==> src/rtl/rxst_pkg.sv <==
package rxst_pkg;

  typedef enum logic [1:0] {
    ST_IDLE,
    ST_RECV,
    ST_WAIT_OWN,
    ST_DROP
  } rxState_e;

  // strobes handed from control to datapath
  typedef struct packed {
    logic clearFrame;
    logic isFirst;
    logic wrMid;
    logic wrEnd;
    logic wrOvf;
    logic wrBuff;
    logic buffOflo;
  } ctrlStrobe_t;

  typedef struct packed {
    logic err;
    logic fram;
    logic oflo;
    logic crc;
    logic buff;
    logic stp;
    logic enp;
    logic bpe;
  } rxStatus_t;

endpackage

==> src/rtl/rxst_ctrl.sv <==
module rxst_ctrl
  import rxst_pkg::*;
(
  input  logic        clk,
  input  logic        rstN,
  input  logic        frameStart,
  input  logic        bufClose,
  input  logic        frameEnd,
  input  logic        fifoOvf,
  input  logic        ownValid,
  input  logic        ownBit,
  output ctrlStrobe_t strb
);

  rxState_e state, stateNxt;
  logic     first, firstNxt;

  always_comb begin
    stateNxt     = state;
    firstNxt     = first;
    strb         = '0;
    strb.isFirst = first;
    if (frameStart) begin
      strb.clearFrame = 1'b1;
      stateNxt        = ST_RECV;
      firstNxt        = 1'b1;
    end else begin
      unique case (state)
        ST_RECV: begin
          if (fifoOvf) begin
            strb.wrOvf = 1'b1;
            stateNxt   = ST_DROP;
          end else if (frameEnd) begin
            strb.wrEnd = 1'b1;
            stateNxt   = ST_IDLE;
          end else if (bufClose) begin
            stateNxt = ST_WAIT_OWN;
          end
        end
        ST_WAIT_OWN: begin
          if (fifoOvf) begin
            // overflow before or with the OWN read: buffer error
            strb.wrBuff   = 1'b1;
            strb.buffOflo = ownValid & ~ownBit;
            stateNxt      = ST_DROP;
          end else if (ownValid) begin
            if (ownBit) begin
              strb.wrMid = 1'b1;
              firstNxt   = 1'b0;
              stateNxt   = ST_RECV;
            end else begin
              strb.wrBuff = 1'b1;
              stateNxt    = ST_DROP;
            end
          end
        end
        default: ;
      endcase
    end
  end

  always_ff @(posedge clk or negedge rstN) begin
    if (!rstN) begin
      state <= ST_IDLE;
      first <= 1'b0;
    end else begin
      state <= stateNxt;
      first <= firstNxt;
    end
  end

endmodule

==> src/rtl/rxst_data.sv <==
module rxst_data
  import rxst_pkg::*;
(
  input  logic        clk,
  input  logic        rstN,
  input  ctrlStrobe_t strb,
  input  logic        dribble,
  input  logic        fcsBad,
  input  logic        phyRxErr,
  input  logic        busParErr,
  input  logic        parityEn,
  input  logic        desc16,
  input  logic        loopback,
  output logic        stWr,
  output rxStatus_t   st
);

  logic      phySticky, parSticky;
  logic      parityHit;
  logic      anyWr;
  rxStatus_t nxt;

  always_ff @(posedge clk or negedge rstN) begin
    if (!rstN) begin
      phySticky <= 1'b0;
      parSticky <= 1'b0;
    end else if (strb.clearFrame) begin
      phySticky <= 1'b0;
      parSticky <= 1'b0;
    end else begin
      if (phyRxErr)  phySticky <= 1'b1;
      if (busParErr) parSticky <= 1'b1;
    end
  end

  assign parityHit = (parSticky | busParErr) & parityEn & ~desc16;
  assign anyWr     = strb.wrMid | strb.wrEnd | strb.wrOvf | strb.wrBuff;

  always_comb begin
    nxt     = '0;
    nxt.stp = strb.isFirst;
    if (strb.wrEnd) begin
      nxt.enp  = 1'b1;
      nxt.crc  = fcsBad | phySticky | phyRxErr;
      nxt.fram = dribble & fcsBad & ~loopback;
      nxt.bpe  = parityHit;
    end else if (strb.wrOvf) begin
      nxt.oflo = 1'b1;
      nxt.bpe  = parityHit;
    end else if (strb.wrBuff) begin
      nxt.buff = 1'b1;
      nxt.oflo = strb.buffOflo;
      nxt.bpe  = parityHit;
    end
    nxt.err = nxt.fram | nxt.oflo | nxt.crc | nxt.buff | nxt.bpe;
  end

  always_ff @(posedge clk or negedge rstN) begin
    if (!rstN) begin
      stWr <= 1'b0;
      st   <= '0;
    end else begin
      stWr <= anyWr;
      if (anyWr) st <= nxt;
    end
  end

endmodule

==> src/rtl/rxdesc_status_gen.sv <==
module rxdesc_status_gen
  import rxst_pkg::*;
(
  input  logic clk,
  input  logic rstN,
  input  logic frameStart,
  input  logic bufClose,
  input  logic frameEnd,
  input  logic dribble,
  input  logic fcsBad,
  input  logic phyRxErr,
  input  logic fifoOvf,
  input  logic busParErr,
  input  logic ownValid,
  input  logic ownBit,
  input  logic parityEn,
  input  logic desc16,
  input  logic loopback,
  output logic stWr,
  output logic stErr,
  output logic stFram,
  output logic stOflo,
  output logic stCrc,
  output logic stBuff,
  output logic stStp,
  output logic stEnp,
  output logic stBpe
);

  ctrlStrobe_t strb;
  rxStatus_t   st;

  rxst_ctrl i_ctrl (
    .clk        (clk),
    .rstN       (rstN),
    .frameStart (frameStart),
    .bufClose   (bufClose),
    .frameEnd   (frameEnd),
    .fifoOvf    (fifoOvf),
    .ownValid   (ownValid),
    .ownBit     (ownBit),
    .strb       (strb)
  );

  rxst_data i_data (
    .clk       (clk),
    .rstN      (rstN),
    .strb      (strb),
    .dribble   (dribble),
    .fcsBad    (fcsBad),
    .phyRxErr  (phyRxErr),
    .busParErr (busParErr),
    .parityEn  (parityEn),
    .desc16    (desc16),
    .loopback  (loopback),
    .stWr      (stWr),
    .st        (st)
  );

  assign stErr  = st.err;
  assign stFram = st.fram;
  assign stOflo = st.oflo;
  assign stCrc  = st.crc;
  assign stBuff = st.buff;
  assign stStp  = st.stp;
  assign stEnp  = st.enp;
  assign stBpe  = st.bpe;

endmodule

==> config.mk <==
export PLATFORM = sky130hd
export DESIGN_NAME = rxdesc_status_gen
export DESIGN_NICKNAME = d
export VERILOG_FILES = /design/src/rtl/rxst_pkg.sv /design/src/rtl/rxst_ctrl.sv /design/src/rtl/rxst_data.sv /design/src/rtl/rxdesc_status_gen.sv
export SDC_FILE = /design/constraint.sdc
export NUM_CORES = 1
export LEC_CHECK = 0
export ABC_AREA = 1
export ABC_CLOCK_PERIOD_IN_PS = 1800
export BUFFER_PORTS_ARGS = -buffer_cell sky130_fd_sc_hd__buf_2
export CORE_MARGIN = 3
export CORE_UTILIZATION = 47
export DETAILED_ROUTE_END_ITERATION = 8
export PLACE_DENSITY = 0.81
export SYNTH_ARGS = -nofsm -noshare
export SYNTH_HDL_FRONTEND = slang
export SYNTH_SLANG_ARGS = --single-unit
==> constraint.sdc <==
create_clock -name clk -period 1.8 [get_ports clk]
set_clock_uncertainty 0.2 [all_clocks]
set_input_delay 0.09 -clock clk [delete_from_list [all_inputs] [get_ports clk]]
set_output_delay 0.09 -clock clk [all_outputs]
set_load 0.05 [all_outputs]
# Yosys cells after proc, flatten, opt, wreduce, memory -nomap -nowiden
# Index checks and enable logic that the tools add are counted.
dict set report totals {
  ff_bits 14
  latch_bits 0
  ram_bits 0
  rom_bits 0
  inputBits 15
  out_inout_bits 9
  elab_cells 88
  memories 0
}
dict set report op_classes {
  addsub 0
  mul 0
  div 0
  n_lt_le_gt_ge 0
  eq_ne 5
  shifts 0
  n_mux 44
  bitwise 18
  reduce_logical 8
}
# op n
set ops {}
lappend ops {{$mux W1} 33}
lappend ops {{$mux W2} 9}
lappend ops {{$or A1 B1 Y1} 10}
lappend ops {{$reduce_bool A2 Y1} 5}
lappend ops {{$and A1 B1 Y1} 5}
lappend ops {{$mux W5} 1}
lappend ops {{$ne A5 B5 Y1 const B} 1}
lappend ops {{$ne A4 B4 Y1 const B} 1}
lappend ops {{$pmux W2 S2} 1}
lappend ops {{$reduce_and A4 Y1} 1}
lappend ops {{$not A1 Y1} 3}
lappend ops {{$reduce_and A3 Y1} 1}
lappend ops {{$reduce_bool A3 Y1} 1}
lappend ops {{$eq A2 B1 Y1 const B} 1}
lappend ops {{$eq A2 B2 Y1 const B} 1}
lappend ops {{$ne A2 B2 Y1 const B} 1}

# Logic depth before layout (Yosys ltp)
# Gate-level depths: netlist of run 1.
dict set report depth {
  depth_word 12
  ltp_mapped 9
  ltp_nobuf 9
}

# Modules after synthesis
# A second synthesis of run 1 with hierarchy kept.
dict set report unflattened {
  hier_cells 97
  hier_area_um2 733.2
}
# mod instances cells_per_inst area_each_um2 seq_area_each_um2
set modules_own_cells {}
lappend modules_own_cells {rxst_data 1 53 465.4 275.3}
lappend modules_own_cells {rxst_ctrl 1 44 267.8 75.1}

# Worst setup path after synthesis of run 1
# No wires, ideal clock.
dict set report synth_path {
  kind {flip-flop to flip-flop}
  start {register i_ctrl.state[0]}
  end {register i_data.st[1] (netlist name)}
  setup_time_ns 0.123
  t_arrival_ns 0.993
  required_ns 1.477
  slack_ns 0.484
  path_stages_with_launch 9
  path_buffers 0
  period_less_slack_ns 1.316
  path_cell_list {dfrtp_1 -> inv_1 -> nand2_1 -> nor2_2 -> nand2_2 -> nand2_2 -> inv_4 -> nand3_1 -> o21ai_1}
}
dict set report synth_via {
  elab_chain_cells 6
  elab_cells_between_ends 10
  cone_classes {eq/ne (2); mux (5); bitwise (3)}
}
# element line_no
set synth_lines {}
lappend synth_lines {{start, declared} rxst_ctrl.sv:15} ;# rxState_e state, stateNxt;
lappend synth_lines {{start signal, assigned} rxst_ctrl.sv:67} ;# state <= stateNxt;
lappend synth_lines {{$eq A2 B2 Y1 / $eq A2 B1 Y1 (equally long branches)} rxst_ctrl.sv:28} ;# unique case (state)
lappend synth_lines {{$mux W1 / $mux W2 (equally long branches)} rxst_ctrl.sv:28}
lappend synth_lines {{$mux W5 *} rxst_ctrl.sv:23} ;# if (frameStart) begin
lappend synth_lines {{$or A1 B1 Y1 (3 in a row)} rxst_data.sv:37} ;# assign anyWr = strb.wrMid | strb.wrEnd | strb.wrOvf | strb.wrBuff;
# Every way passes the cells marked *; elsewhere a longest branch is shown, timed or not.
# A chain may end at the register's enable or synchronous reset.

# Worst setup path after layout of run 1
dict set report layout_path {
  start {input port busParErr}
  end {register i_data.parSticky}
}
dict set report layout_via {
  elab_chain_cells 1
}
# element line_no
set layout_lines {}
lappend layout_lines {{start, declared} rxdesc_status_gen.sv:13} ;# input logic busParErr,
lappend layout_lines {{$reduce_bool A2 Y1 (no line)} -}
lappend layout_lines {{end signal, assigned} rxst_data.sv:26} ;# parSticky <= 1'b0;
lappend layout_lines {{end signal, assigned} rxst_data.sv:29} ;# parSticky <= 1'b0;
lappend layout_lines {{end signal, assigned} rxst_data.sv:32} ;# if (busParErr) parSticky <= 1'b1;
lappend layout_lines {{end, declared} rxst_data.sv:18} ;# logic phySticky, parSticky;
# Every way passes these cells.

==> results of run 1 <==
## power by group through the flow
stage	Combinational (mW)	Sequential (mW)	Clock, mW
after global placement	0.712	0.493	0
after CTS	0.749	0.492	0.229
after global routing	0.823	0.509	0.246
final	0.763	0.495	0.239
after floorplan	0.264	0.790	0
after detailed placement	0.723	0.498	0
## through the flow
step                      worst slack (ns)  total power, mW  utilization
after global placement              0.4355            1.205       0.6236
after detailed placement            0.3622            1.221       0.6236
after floorplan                     0.4839            1.054            -
after CTS                           0.2709            1.471       0.7601
after global routing                0.1665            1.577       0.7601
final                               0.2395            1.497       0.7601
## worst max path at each step
| stage | from | end | slack, ns | depth (start not counted) |
|---|---|---|---|---|
| final | busParErr | i_data.parSticky$_DFFE_PN0P_ | 0.24 | 5 |
| after floorplan | i_ctrl.state[0]$_DFFE_PN0P_ | i_data.st[1]$_DFFE_PN0P_ | 0.48 | 8 |
| after global routing | i_ctrl.state[0]$_DFFE_PN0P_ | i_data.st[1]$_DFFE_PN0P_ | 0.17 | 8 |
| after detailed placement | i_ctrl.state[0]$_DFFE_PN0P_ | i_data.st[1]$_DFFE_PN0P_ | 0.36 | 8 |
| after CTS | fcsBad | i_data.st[6]$_DFFE_PN0P_ | 0.27 | 7 |
| after global placement | i_ctrl.state[1]$_DFFE_PN0P_ | i_data.st[7]$_DFFE_PN0P_ | 0.44 | 5 |
## synthesized netlist by cell type
library cell  instances
nand2_4               1
buf_4                 1
nand4_1               3
nand2_2               3
inv_1                11
nor2_2                3
inv_4                 1
o21ai_1               1
o21ai_0               4
nand3_2               1
nand2_1              23
nand3_1              15
dfrtp_1              14
nor2_1               15
## state kept, by name, summed over array words and instances (netlist names)
register,count
i_data.stWr,1
i_data.phySticky,1
i_data.parSticky,1
i_ctrl.first,1
i_ctrl.state,2
i_data.st,8
## logic make-up after synthesis
logic type             count (synthesis)
AOI/OAI and AO/OA                      5
buffers and inverters                 13
DFF                                   14
and+or+nand+nor                       64
## cell type report
cell class | instances | area [um^2]
Clock buffer | 4 | 36.28
Sequential cell | 14 | 350.3
Fill cell | 109 | 327.8
Inverter | 12 | 47.55
Timing Repair Buffer | 38 | 265.3
Tap cell | 15 | 18.77
Multi-Input combinational cell | 69 | 320.3
## tightest hold or removal path, cell delays in order
cell,delay (ns)
buf_2,0.07
inv_1,0.05
nand4_1,0.11
nand3_1,0.08
nand2_1,0.05
## routing by layer
| layer | track usage | vias to the layer above |
|---|---|---|
| li1 | - | 386 |
| met1 | 0.2351 | 373 |
| met2 | 0.3672 | 51 |
| met3 | 0.05578 | 16 |
| met4 | 0.09357 | 0 |
| met5 | 0 | - |
## repair_timing
| item | 4_1_cts | 5_1_grt |
|---|---|---|
| setup endpoints to repair | 0 | 0 |
| hold buffers | 15 | 0 |
| endpoints found under the hold margin | 26 | 0 |
| setup buffers | 0 | 0 |
| resized for setup | 0 | 0 |
==> flow_metrics.env, run 1 <==
export IMPL_synthDistinctLibCells=14
export IMPL_syn_cell_area_um2=725.7
export IMPL_yosys_warnings=0
export IMPL_p_per_area_mw_per_mm2=1442
export IMPL_drive_gt1_frac=0.2628
export IMPL_routedWlPerCell_um=12.96
export IMPL_final_cell_mix="nand2_1, buf_2, nand3_1, nor2_1, dlygate4sd3_1"
export IMPL_synth_compound_area_frac=0.03448
export IMPL_nNetsFinal=153
export IMPL_clkSlewWorstSetupHoldPaths_ns=0.09
export IMPL_fin_cells=152
export IMPL_power_frac_seq=0.331
export IMPL_netlist_instances=96
export IMPL_r2r_start="i_data.phySticky$_DFFE_PN0P_"
export IMPL_setup_tns_ns=0
export IMPL_cts_max_path_buffers=2
export IMPL_hold_depth=5
export IMPL_rows=13
export IMPL_maxSlewViolCount=0
export IMPL_synth_top_area_frac=0.4828
export IMPL_grt_pass1_vias=705
export IMPL_cts_sinks=14
export IMPL_placed_area_um2=852.1
export IMPL_drt_met1_wl_um=813
export IMPL_initial_core_util=0.5311
export IMPL_switching_share=0.4990
export IMPL_io_pins=24
export IMPL_num_vias=826
export IMPL_syn_to_final_growth_pct=43.10
export IMPL_met2_length_um=918
export IMPL_worstPathRequired_ns=1.78
export IMPL_period_minus_slack_ns=1.561
export IMPL_synthAdderAreaFrac=0
export IMPL_coreArea_mm2=0.001366
export IMPL_post_dp_hpwl_um=1184
export IMPL_htree_levels=1
export IMPL_dp_cells=133
export IMPL_drt_pass1_iter_count=4
export IMPL_synth_area_leader_cell="dfrtp_1"
export IMPL_hold_viol=1
export IMPL_hold_path_end="i_ctrl.state[1]$_DFFE_PN0P_"
export IMPL_path_buf_inv=3
export IMPL_avgSynthCellArea_um2=7.559
export IMPL_drt_iter0_drc=63
export IMPL_path_cells="dlygate4sd3_1 -> buf_2 -> nor2_1 -> nor2_1 -> dlygate4sd3_1"
export IMPL_die_y_um=45.30
export IMPL_min_from="frameEnd"
export IMPL_cp_end_kind="flop"
export IMPL_pwr_share_clk=0.160
export IMPL_max_freq_ghz=0.6408
export IMPL_diodes=0
export IMPL_hold_class="input pin to flop"
export IMPL_crit_slowest_cell="dlygate4sd3_1"
export IMPL_arrival_ns=1.54
export IMPL_drt_wl_total_um=1970
export IMPL_setup_viol=0
export IMPL_max_stage_delay_ns=0.55
export IMPL_seq_area_frac_synth=0.4828
export IMPL_p_leak_nw=0.5854
export IMPL_die_area_mm2=0.002052
export IMPL_criticalPathCategory="input pin to flop"
export IMPL_slew_limit_headroom=0.7931
export IMPL_r2r_end="i_data.phySticky$_DFFE_PN0P_"
export IMPL_synthSimpleGateAreaFrac=0.4069
export IMPL_status="finished with violations"
export IMPL_grt_pass1_wl_um=3036
export IMPL_clockRootBuffer="clkbuf_4"
export IMPL_wl_met3_um=156
export IMPL_grt_overflow=0
export IMPL_antenna_found_initial=0
export IMPL_rsz0062_at_grt="false"
export IMPL_yosys_register_bits=14
export IMPL_place_congestion=0.9077
export IMPL_top_layer_used="met4"
export IMPL_worst_r2r_cell_count=3
export IMPL_postRouteAntennaNets=0
export IMPL_rrSetupSlack_ns=0.31
export IMPL_p_int_uw=750.2
export IMPL_remaining_drc_errors=0
export IMPL_cts_buffers=3
export IMPL_die_w_um=45.30
export IMPL_violations="negative hold slack"
export IMPL_p_switching_uw=747.2
export IMPL_combinationalPowerShare=0.510
export IMPL_clock_latency_ns=0.29
export IMPL_synth_area_leaders="dfrtp_1, nand2_1, nand3_1"
export IMPL_whs_ns=-0.008043
export IMPL_synth_top_family_by_area="simple AND/OR/NAND/NOR gates"
export IMPL_grt_max_degree=15
export IMPL_cp_top_family="buffers and inverters"
export IMPL_min_period_over_period=0.8670
export IMPL_vdd_ir_drop_max_uv=695.7
export IMPL_final_cell_area_mm2=0.001039
export IMPL_crit_fanout=2
export IMPL_via_per_inst=5.434
export IMPL_track_usage=0.2099
export IMPL_synth_xor_area_share=0
export IMPL_cts_tree="yes"
export IMPL_worst_pin_slew_ns=0.3103
export IMPL_start_kind="input pin"
export IMPL_syn_nets=111
export IMPL_drv_cap=0
export IMPL_muxShareOfSynthArea=0
export IMPL_io_buffers=23
Power figures use the tool's default switching activity.
==> inputs of run 2 (changes only) <==
--- a/config.mk
+++ b/config.mk
@@ -12,6 +12,7 @@
 export CORE_UTILIZATION = 47
 export DETAILED_ROUTE_END_ITERATION = 8
 export PLACE_DENSITY = 0.81
+export REMOVE_ABC_BUFFERS = 1
 export SYNTH_ARGS = -nofsm -noshare
 export SYNTH_HDL_FRONTEND = slang
 export SYNTH_SLANG_ARGS = --single-unit
==> run 2 against run 1 <==
  * The run now ends clean
  * Non-clock buffer count is 2 lower
  * Hold slack better by 0.025 ns
  * Register-to-register slack is essentially flat
  * Critical path type unchanged
==> flow_metrics.env, run 2 (synthesis results as in run 1) <==
export IMPL_crit_start="busParErr"
export IMPL_arrival_ns=1.55
export IMPL_drv_cap=0
export IMPL_antenna_found_initial=0
export IMPL_rsz0062_at_grt="false"
export IMPL_remaining_drc_errors=0
export IMPL_die_area_mm2=0.002052
export IMPL_min_from="ownBit"
export IMPL_criticalPathCategory="input pin to flop"
export IMPL_cp_end_kind="flop"
export IMPL_syn_to_final_growth_pct=40.35
export IMPL_min_period_over_period=0.8805
export IMPL_via_per_inst=5.307
export IMPL_drive_gt1_frac=0.2667
export IMPL_setup_tns_ns=0
export IMPL_postLayoutCoreUtil=0.7454
export IMPL_post_dp_hpwl_um=1195
export IMPL_max_freq_ghz=0.6310
export IMPL_p_leak_nw=0.5770
export IMPL_maxSlewViolCount=0
export IMPL_num_vias=796
export IMPL_placed_area_um2=852.1
export IMPL_place_congestion=0.8379
export IMPL_htree_levels=1
export IMPL_setup_viol=0
export IMPL_whs_ns=0.01658
export IMPL_fin_cells=150
export IMPL_ctsResizeCount=0
export IMPL_diodes=0
export IMPL_routedWlPerCell_um=11.97
export IMPL_total_power_mw=1.466
export IMPL_largest_reg_flops=8
export IMPL_postCtsSetupBuffers=0
export IMPL_dp_cells=133
export IMPL_drt_pass1_iter_count=4
export IMPL_io_buffers=23
export IMPL_cts_buffers=3
export IMPL_drt_iter0_drc=74
export IMPL_nNetsFinal=151
export IMPL_grt_pass1_wl_um=2953
export IMPL_grt_pass1_vias=706
export IMPL_hold_class="input pin to flop"
export IMPL_cts_tree="yes"
export IMPL_postRouteAntennaNets=0
export IMPL_drt_wl_total_um=1796
export IMPL_p_per_area_mw_per_mm2=1439
export IMPL_r2r_start="i_data.parSticky$_DFFE_PN0P_"
export IMPL_start_kind="input pin"
export IMPL_reg_top3="i_data.st x8, i_ctrl.state x2"
export IMPL_die_w_um=45.30
export IMPL_coreArea_mm2=0.001366
export IMPL_place_ws_ns=0.3956
export IMPL_slew_limit_headroom=0.7931
export IMPL_final_cell_area_mm2=0.001018
export IMPL_io_pins=24
export IMPL_rows=13
export IMPL_hold_viol=0
export IMPL_vdd_ir_drop_max_uv=893.0
export IMPL_setup_ws_ns=0.2151
export IMPL_final_cell_mix="nand2_1, buf_2, nand3_1, nor2_1, dfrtp_1"
export IMPL_worstPathRequired_ns=1.76
export IMPL_crit_fanout=2
export IMPL_cts_hold_fix_buffers=13
export IMPL_clockRootBuffer="clkbuf_4"
export IMPL_track_usage=0.1982
export IMPL_top_register="i_data.st"
export IMPL_period_minus_slack_ns=1.585
export IMPL_grt_max_degree=15
export IMPL_clkSlewWorstSetupHoldPaths_ns=0.09
export IMPL_worst_pin_slew_ns=0.3103
export IMPL_clock_latency_ns=0.27
export IMPL_status="completed"
export IMPL_grt_overflow=0
export IMPL_cts_max_path_buffers=2
export IMPL_initial_core_util=0.5311
export IMPL_die_y_um=45.30
export IMPL_cts_sinks=14
-- run 2: cell count changes in the layout (fill, tap and decap cells not counted) --
cell           before  now
dlygate4sd3_1      15   13
-- run 2: worst max-delay path: stages --
cell           delay, ns
dlygate4sd3_1       0.54
buf_2               0.13
nor2_1              0.17
nor2_1              0.07
dlygate4sd3_1       0.55
-- run 2: metal layers --
| metal | vias to the layer above | track usage | share of wire |
|---|---|---|---|
| li1 | 382 | - | - |
| met1 | 372 | 0.2568 | 0.42 |
| met2 | 40 | 0.3362 | 0.51 |
| met3 | 2 | 0.03586 | 0.061 |
| met4 | 0 | 0.05263 | 0.0022 |
| met5 | - | 0 | 0 |
-- run 2: layout make-up --
cell class	instances	area [um^2]
well taps	15	18.77
repair buffers	36	245.2
fillers	94	347.8
multi-input cells	69	320.3
clock buffers	4	36.28
flip-flops and latches	14	350.3
inverters	12	47.55
-- run 2: worst paths after layout --
path	endpoint	slack (ns)	depth (start not counted)
hold / removal	i_data.st[5]$_DFFE_PN0P_	0.02	6
setup reg to reg	i_data.parSticky$_DFFE_PN0P_	0.32	3
max in group asynchronous	i_data.parSticky$_DFFE_PN0P_	1.13	2
hold reg to reg	i_data.st[2]$_DFFE_PN0P_	0.30	2
setup / recovery	i_data.parSticky$_DFFE_PN0P_	0.22	5
min in group asynchronous	i_data.st[5]$_DFFE_PN0P_	0.03	2
-- run 2: power breakdown --
group          total, mW  switching [mW]  internal, mW
Sequential         0.489          0.0649         0.424
Combinational      0.751           0.550         0.201
Clock              0.226           0.103         0.123
